`config.mk`:
```
export PLATFORM = sky130hd
export DESIGN_NAME = peci_poll_seq
export DESIGN_NICKNAME = d
export VERILOG_FILES = /design/src/rtl/peci_poll_pkg.sv /design/src/rtl/peci_poll_cfg.sv /design/src/rtl/peci_poll_timer.sv /design/src/rtl/peci_poll_fsm.sv /design/src/rtl/peci_poll_commit.sv /design/src/rtl/peci_poll_seq.sv
export SDC_FILE = /design/constraint.sdc
export NUM_CORES = 1
export LEC_CHECK = 0
export BUFFER_PORTS_ARGS = -buffer_cell sky130_fd_sc_hd__buf_2
export CORE_MARGIN = 8
export CORE_UTILIZATION = 40
export CTS_CLUSTER_DIAMETER = 30
export DETAILED_ROUTE_END_ITERATION = 7
export SYNTH_ARGS = -nofsm -noshare
export SYNTH_HDL_FRONTEND = slang
export SYNTH_HIERARCHICAL = 1
export SYNTH_SLANG_ARGS = --single-unit
```
`constraint.sdc`:
```
create_clock -name clk -period 2.3 [get_ports clk]
set_input_delay 0.23 -clock clk [delete_from_list [all_inputs] [get_ports clk]]
set_output_delay 0.23 -clock clk [all_outputs]
set_load 0.01 [all_outputs]
```
`src/rtl/peci_poll_pkg.sv`:
```
package peci_poll_pkg;

    localparam int CC_W     = 8;
    localparam int CC_ERR   = 7;
    localparam logic [CC_W-1:0] CC_SPECIAL = 8'h82;

    typedef enum logic [1:0] {
        CMD_NONE   = 2'd0,
        CMD_QUERY  = 2'd1,
        CMD_TEMP   = 2'd2,
        CMD_MANUAL = 2'd3
    } cmd_e;

    typedef enum logic [2:0] {
        S_IDLE,
        S_QUERY,
        S_WAIT_QUERY,
        S_GETTEMP,
        S_WAIT_TEMP,
        S_COMMIT,
        S_MANUAL,
        S_WAIT_MAN
    } state_e;

    typedef enum logic [1:0] {
        ACT_KEEP,
        ACT_VALUE,
        ACT_ZERO
    } act_e;

    // Packed: last field is bit 0.
    typedef struct packed {
        logic nm_zero;
        logic nm_pos;
        logic sp_zero;
        logic sp_pos;
        logic sp_gate;
        logic query_en;
    } cfg_t;

    localparam int CFG_W = $bits(cfg_t);

    function automatic act_e decide(input cfg_t c, input logic [CC_W-1:0] code);
        act_e a;
        a = ACT_KEEP;
        if (code == CC_SPECIAL) begin
            if (c.sp_gate) begin
                if (c.sp_zero)     a = ACT_ZERO;
                else if (c.sp_pos) a = ACT_VALUE;
            end
        end else if (!code[CC_ERR]) begin
            if (c.nm_zero)     a = ACT_ZERO;
            else if (c.nm_pos) a = ACT_VALUE;
        end
        return a;
    endfunction

endpackage

```
`src/rtl/peci_poll_cfg.sv`:
```
module peci_poll_cfg
    import peci_poll_pkg::*;
(
    input  logic             clk,
    input  logic             rst,
    input  logic             wr,
    input  logic [CFG_W-1:0] wdata,
    output cfg_t             cfg
);
    always_ff @(posedge clk) begin
        if (rst)     cfg <= '0;
        else if (wr) cfg <= cfg_t'(wdata);
    end
endmodule

```
`src/rtl/peci_poll_timer.sv`:
```
module peci_poll_timer #(
    parameter int INTERVAL = 16
) (
    input  logic clk,
    input  logic rst,
    input  logic en,
    input  logic consume,
    output logic due
);
    localparam int CW = (INTERVAL > 2) ? $clog2(INTERVAL) : 1;
    localparam logic [CW-1:0] LAST = CW'(INTERVAL - 1);

    logic [CW-1:0] cnt;

    always_ff @(posedge clk) begin
        if (rst || !en) begin
            cnt <= '0;
            due <= 1'b0;
        end else begin
            cnt <= (cnt == LAST) ? '0 : cnt + 1'b1;
            if (cnt == LAST)  due <= 1'b1;
            else if (consume) due <= 1'b0;
        end
    end
endmodule

```
`src/rtl/peci_poll_fsm.sv`:
```
module peci_poll_fsm
    import peci_poll_pkg::*;
#(
    parameter int TEMP_W = 16
) (
    input  logic              clk,
    input  logic              rst,
    input  logic              poll_due,
    input  logic              mon_en,
    input  logic              query_en,
    input  logic              man_go,
    input  logic              eng_ack,
    input  logic [CC_W-1:0]   eng_cc,
    input  logic [TEMP_W-1:0] eng_data,
    output state_e            state,
    output logic              consume,
    output logic              eng_req,
    output cmd_e              eng_cmd,
    output logic [CC_W-1:0]   code,
    output logic [TEMP_W-1:0] sample,
    output logic              in_commit
);
    state_e nxt;
    logic   start_poll;
    logic   did_query;

    assign start_poll = mon_en && poll_due && !man_go;
    assign consume    = (state == S_IDLE) && start_poll;
    assign in_commit  = (state == S_COMMIT);

    always_comb begin
        nxt = state;
        unique case (state)
            S_IDLE: begin
                if (man_go)          nxt = S_MANUAL;
                else if (start_poll) nxt = query_en ? S_QUERY : S_GETTEMP;
            end
            S_QUERY:      nxt = S_WAIT_QUERY;
            S_WAIT_QUERY: if (eng_ack) nxt = S_GETTEMP;
            S_GETTEMP:    nxt = S_WAIT_TEMP;
            S_WAIT_TEMP:  if (eng_ack) nxt = S_COMMIT;
            S_COMMIT:     nxt = S_IDLE;
            S_MANUAL:     nxt = S_WAIT_MAN;
            S_WAIT_MAN:   if (eng_ack) nxt = S_IDLE;
            default:      nxt = S_IDLE;
        endcase
    end

    always_comb begin
        eng_req = 1'b0;
        eng_cmd = CMD_NONE;
        unique case (state)
            S_QUERY:   begin eng_req = 1'b1; eng_cmd = CMD_QUERY;  end
            S_GETTEMP: begin eng_req = 1'b1; eng_cmd = CMD_TEMP;   end
            S_MANUAL:  begin eng_req = 1'b1; eng_cmd = CMD_MANUAL; end
            default:   ;
        endcase
    end

    always_ff @(posedge clk) begin
        if (rst) begin
            state     <= S_IDLE;
            did_query <= 1'b0;
            code      <= '0;
            sample    <= '0;
        end else begin
            state <= nxt;
            if (consume) did_query <= query_en;
            if (state == S_WAIT_QUERY && eng_ack) code <= eng_cc;
            if (state == S_WAIT_TEMP && eng_ack) begin
                sample <= eng_data;
                if (!did_query) code <= eng_cc;
            end
        end
    end
endmodule

```
`src/rtl/peci_poll_commit.sv`:
```
module peci_poll_commit
    import peci_poll_pkg::*;
#(
    parameter int TEMP_W = 16
) (
    input  logic              clk,
    input  logic              rst,
    input  logic              in_commit,
    input  cfg_t              cfg,
    input  logic [CC_W-1:0]   code,
    input  logic [TEMP_W-1:0] sample,
    output logic [TEMP_W-1:0] temp_q,
    output logic              temp_commit
);
    act_e act;

    assign act         = decide(cfg, code);
    assign temp_commit = in_commit && (act != ACT_KEEP);

    always_ff @(posedge clk) begin
        if (rst)              temp_q <= '0;
        else if (temp_commit) temp_q <= (act == ACT_ZERO) ? '0 : sample;
    end
endmodule

```
`src/rtl/peci_poll_seq.sv`:
```
module peci_poll_seq
    import peci_poll_pkg::*;
#(
    parameter int TEMP_W        = 16,
    parameter int POLL_INTERVAL = 16
) (
    input  logic              clk,
    input  logic              rst,
    input  logic              mon_en,
    input  logic              cfg_wr,
    input  logic [5:0]        cfg_wdata,
    input  logic              man_start,
    input  logic              man_pending,
    output logic              eng_req,
    output logic [1:0]        eng_cmd,
    input  logic              eng_ack,
    input  logic [7:0]        eng_cc,
    input  logic [TEMP_W-1:0] eng_data,
    output logic [TEMP_W-1:0] temp_q,
    output logic              temp_commit
);
    cfg_t              cfg;
    logic [CFG_W-1:0]  cfg_bits;
    state_e            state_w;
    logic [2:0]        state_bits;
    logic              poll_due;
    logic              consume;
    logic              man_go;
    cmd_e              cmd_w;
    logic [CC_W-1:0]   code_w;
    logic [TEMP_W-1:0] sample_w;
    logic              in_commit;

    assign man_go     = man_start && man_pending;
    assign eng_cmd    = cmd_w;
    assign cfg_bits   = cfg;
    assign state_bits = state_w;

    peci_poll_cfg u_cfg (
        .clk   (clk),
        .rst   (rst),
        .wr    (cfg_wr),
        .wdata (cfg_wdata),
        .cfg   (cfg)
    );

    peci_poll_timer #(.INTERVAL(POLL_INTERVAL)) u_timer (
        .clk     (clk),
        .rst     (rst),
        .en      (mon_en),
        .consume (consume),
        .due     (poll_due)
    );

    peci_poll_fsm #(.TEMP_W(TEMP_W)) u_fsm (
        .clk       (clk),
        .rst       (rst),
        .poll_due  (poll_due),
        .mon_en    (mon_en),
        .query_en  (cfg.query_en),
        .man_go    (man_go),
        .eng_ack   (eng_ack),
        .eng_cc    (eng_cc),
        .eng_data  (eng_data),
        .state     (state_w),
        .consume   (consume),
        .eng_req   (eng_req),
        .eng_cmd   (cmd_w),
        .code      (code_w),
        .sample    (sample_w),
        .in_commit (in_commit)
    );

    peci_poll_commit #(.TEMP_W(TEMP_W)) u_commit (
        .clk         (clk),
        .rst         (rst),
        .in_commit   (in_commit),
        .cfg         (cfg),
        .code        (code_w),
        .sample      (sample_w),
        .temp_q      (temp_q),
        .temp_commit (temp_commit)
    );
endmodule

```
After elaboration in Yosys (flattened, before gate mapping)

Cells that the tools add are included.
W data, S select, Z words.

Bits in writable memories: 0
Memories: 0
Register bits after elaboration: 55
Bits of input ports: 37
Output and inout port bits: 20
Bits in latches: 0
Memory bits (read-only): 0
Word-level logic and storage cells: 66

Eq/ne operators: 14
Div/mod/pow operators: 0
Reduce and logical (&&, ||, !) cells: 16
Bitwise operators: 0
$lt $le $gt $ge: 0
Add/subtract/negate cells: 1
$mul: 0
Shift-type cells: 0
Mux-type cells: 22

Operator list:

| operator              | number |
|---|---|
| $mux W8               | 3 |
| $pmux W3 S8           | 1 |
| $mux W16              | 1 |
| $mux W3               | 5 |
| $eq A3 B3 Y1 const B  | 4 |
| $mux W2               | 6 |
| $eq A8 B8 Y1 const B  | 1 |
| $logic_and A1 B1 Y1   | 7 |
| $eq A3 B2 Y1 const B  | 2 |
| $ne A2 B2 Y1 const B  | 3 |
| $pmux W2 S3           | 1 |
| $mux W1               | 5 |
| $add A4 B1 Y4 const B | 1 |
| $eq A4 B4 Y1 const B  | 1 |
| $reduce_and A4 Y1     | 1 |
| $reduce_bool A2 Y1    | 2 |
| $eq A3 B1 Y1 const B  | 1 |
| $logic_not A3 Y1      | 1 |
| $ne A3 B1 Y1 const B  | 1 |
| $reduce_or A3 Y1      | 1 |
| $eq A2 B2 Y1 const B  | 1 |
| $logic_not A1 Y1      | 2 |
| $reduce_or A2 Y1      | 1 |
| $logic_or A1 B1 Y1    | 1 |

Logic depth before layout (Yosys ltp)

Depth after elaboration: 6
Gate-level depth with buffers: 7
Depth with buffers taken out: 6

Modules after synthesis

The synthesis kept the hierarchy.

Modules (own cells, without submodules):

| module           | cells an instance | times used | seq. area each (um2) | area an instance (um2) |
|---|---|---|---|---|
| peci_poll_fsm    | 139               | 1          | 560.5                | 1,223.7 |
| peci_poll_commit | 47                | 1          | 320.3                | 606.8 |
| peci_poll_cfg    | 19                | 1          | 120.1                | 214.0 |
| peci_poll_timer  | 19                | 1          | 100.1                | 192.7 |
| peci_poll_seq    | 1                 | 1          | 0.0                  | 6.3 |

Least setup slack after synthesis

No wires, ideal clock.

Path kind: register to register
Start: register u_fsm.state[2]
End: register u_commit.temp_q[0]
Required time: 2.240 ns
Stages on the path, launching flop included: 8
Arrival: 1.854 ns
Path slack: 0.386 ns
Cells stage by stage: dfxtp_1 -> buf_6 -> and3_1 -> nor2b_1 -> o21ai_0 -> nor3b_1 -> clkbuf_1 -> a22o_1

Cells in the longest elaborated chain, start to end: 2

RTL lines:

| what                     | RTL line               | RTL |
|---|---|---|
| start: declaration       | peci_poll_fsm.sv:15    | `output state_e state,` |
| start signal: assignment | peci_poll_fsm.sv:67    | `state <= nxt;` |
| $eq A3 B3 Y1             | peci_poll_fsm.sv:29    | `assign in_commit = (state == S_COMMIT);` |
| net in_commit            | peci_poll_seq.sv:32    | `logic in_commit;` |
| $logic_and A1 B1 Y1      | peci_poll_commit.sv:18 | `assign temp_commit = in_commit && (act != ACT_KEEP);` |
| end signal: assignment   | peci_poll_commit.sv:22 | `else if (temp_commit) temp_q <= (act == ACT_ZERO) ? '0 : sample;` |
| end: declaration         | peci_poll_commit.sv:12 | `output logic [TEMP_W-1:0] temp_q,` |

The timed path passes the listed nets, and every way through them passes these cells.
A chain may end at the register's enable or synchronous reset.

Worst setup path in the final report

Start: register u_fsm.code[0]
End: output port temp_commit

Cells in the longest elaborated chain, start to end: 4

RTL lines:

| what                     | RTL line               | RTL |
|---|---|---|
| start: declaration       | peci_poll_fsm.sv:19    | `output logic [CC_W-1:0] code,` |
| start signal: assignment | peci_poll_fsm.sv:69    | `if (state == S_WAIT_QUERY && eng_ack) code <= eng_cc;` |
| start signal: assignment | peci_poll_fsm.sv:72    | `if (!did_query) code <= eng_cc;` |
| $eq A8 B8 Y1             | peci_poll_pkg.sv:46    | `if (code == CC_SPECIAL) begin` |
| $mux W2                  | peci_poll_pkg.sv:46    |  |
| $reduce_bool A2 Y1       | peci_poll_commit.sv:18 |  |
| $logic_and A1 B1 Y1      | peci_poll_commit.sv:18 |  |
| end: declaration         | peci_poll_seq.sv:20    | `output logic temp_commit` |

No other way between the ends.

==> flow_summary.toml <==
[worst_setup_path]
worstPathMaxFanout = 2
arrival_ns = 1.85
critPathRequiredTime_ns = 2.07
critPathSlowestCell = "or4b_4"
startpoint_type = "flop"
cp-startpoint = "u_fsm/code[0]"
rr_startpoint = "u_fsm/code[0]"
path_cells = "or4b_4 -> nor4_1 -> nand2b_1 -> buf_2"
critPathCaptureType = "output pin"
reg2reg_depth = 4
crit_type = "flop to output pin"
cp_slowest_stage_delay_ns = 0.53

[routing]
dr_total_vias = 1713
drc = 0
drtIter0Drc = 60
first_pass_iters = 4
viasPerCell = 4.853
routedWlPerCell_um = 13.39
wl_mm = 4.725
ant_nets = 0

[power_and_ir_drop]
p_leak_nw = 1.161
power.density_nw_per_um2 = 819.3
ir_worst_vdd_mv = 0.3540

[clock_tree]
clock_latency_ns = 0.30
postCtsSetupBuffers = 0
cts-buffers-inserted = 5
cts_resized = 0
clk_pin_slew_ns = 0.10
cts_sinks = 55
root_buffer = "clkbuf_8"
cts_hold_repair.buffers = 0
cts_tree = "yes"
htreeDepth = 2
clockBufferDepth = 2

[die]
std_cell_rows = 27
fp.dieH_um = 90.89
initial_core_util_pct = 40.99
ios = 57
die_area_um2 = 8261
die_w_um = 90.89
core_um2 = 5473

[outcome]
status = "finished clean"

[placement]
port_buffers = 56
hpwlAfterDp_mm = 3.501
gp_congestion = 0.7315
dp_slack_ns = 0.2494
place_area_um2 = 2555

[flow_run]
drv_cap = 0

[synthesis]
async_flop_share_pct = 0
syn_area_per_cell_um2 = 9.971
synth-seq-cells = 55
postSynthCellCount = 225
yosys.area.top_type_share_pct = 49.08
synth-edff-count = 0
synth-seq-area-share_pct = 49.08
synth_fp_nets = 263
yosys.area.top_type = "dfxtp_1"
yosysWarnings = 6
synth_area_um2 = 2243
ys_top_cells_by_area = "dfxtp_1 (49%), mux2i_1 (6.7%), nand2_1 (6.2%), a21oi_1 (4.0%), a22o_1 (3.9%)"
synth_flop_cell = "dfxtp_1"
synth.distinct_cells = 41

[sta]
finalMaxSlewViolations = 0
rsz0062_at_grt = "false"
tightest_slew_ns = 0.9855
min_period_ns = 2.077
finalHoldViolCount = 0
hold_ws_ns = 0.1496
finalWorstSetupSlack_ns = 0.2234
fmax_ghz = 0.4816
slew_headroom_pct = 34.01
setup_tns_ns = 0
finalSetupViolations = 0
skew_ns = 0.01028
fin_crit_sh_pct = 90.29

[global_route]
grt_pass1_wl_mm = 8.100
grt_max_degree = 39
grt_pass1_vias = 1775
overflow = 0
grt_antenna_before_repair = 0
grt_usage_pct = 11.93

[worst_hold_path]
hp-start = "eng_cc[4]"
min_path_cells = 3
worstHoldPathType = "input pin to flop"

[finish]
fin_area_um2 = 2650
fill_cells = 563
fin_util_pct = 48.42
final_layout_size_suffix_gt1_share_pct = 30.25
mostFrequentLayoutCells = "buf_2 (56), dfxtp_1 (55), nand2_1 (37)"
area_growth_pct = 18.13
n_antenna_cell = 0
layout_commonest_cell = "buf_2"
nNetsFinal = 318
-- where the power goes --
group | internal [mW] | switching (mW) | leakage, nW
logic | 0.251 | 0.305 | 0.666
registers | 1.03 | 0.0400 | 0.446
clock network | 0.247 | 0.298 | 0.0484
total | 1.53 | 0.643 | 1.16
-- layout make-up --
type	instances	area (µm²)	share of cell area [%]
Sequential cell	55	1101	41.55
Multi-Input combinational cell	155	1042	39.33
Timing Repair Buffer	60	310.3	11.71
Tap cell	72	90.09	3.399
Clock buffer	7	86.33	3.258
Inverter	3	11.26	0.4249
Clock inverter	1	8.758	0.3305
-- flip-flops by register name (all words and copies together), names as in the netlist --
register and flops:
u_cfg/cfg 6, u_commit/temp_q 16, u_fsm/code 8, u_fsm/did_query 1, u_fsm/sample 16, u_fsm/state 3, u_timer/cnt 4, u_timer/due 1
-- Yosys cell counts, types with 2 or more instances --
cell type,number
a22o_2,6
nand2b_4,2
nand3_1,5
inv_1,3
nor2b_1,2
clkbuf_1,4
and2b_1,3
a21oi_1,18
and3_1,2
buf_4,2
o21ai_0,2
nor2_1,20
nor3b_1,4
o31ai_1,3
dfxtp_1,55
a22o_1,10
mux2i_1,15
nand2b_1,7
buf_6,4
nand2_1,37
-- path summary, 6_finish.rpt --
| kind | end | slack [ns] |
|---|---|---|
| max | temp_commit | 0.22 |
| min | u_fsm/code[4] | 0.15 |
| max reg2reg | u_commit/temp_q[9] | 0.24 |
| min reg2reg | u_timer/cnt[0] | 0.45 |
-- worst max-delay path, delay by kind of cell (launching register included) --
family | cells | cell delay, ns
AND/OR/NAND/NOR | 3 | 1.08
buffers and inverters | 1 | 0.13
flip-flops | 1 | 0.33
-- routing by layer --
metal  GRT usage (%)  vias to the layer above  wire [µm]
met1           13.67                      785       2192
met3           4.239                        6        285
li1                -                      882          -
met2           19.24                       40       2170
met5               0                        -          0
met4           5.866                        0         77
-- per-stage QoR --
| stage | total power [mW] | instances |
|---|---|---|
| after floorplan | 1.546 | 225 |
| after global routing | 2.302 | 353 |
| after CTS | 2.204 | 353 |
| after detailed placement | 1.657 | 345 |
| after global placement | 1.653 | 345 |
| final | 2.171 | 353 |
-- logic make-up after synthesis --
family / after synthesis / synth area share [%]
AOI/OAI and AO/OA: 44 / 15.17
DFF: 55 / 49.08
buffers and inverters: 15 / 4.684
adders and majority gates: 1 / 0.5576
xor gates and xnor gates: 2 / 0.7810
and+or+nand+nor: 93 / 23.03
muxes: 15 / 6.693
(Power assumes the default switching activity.)
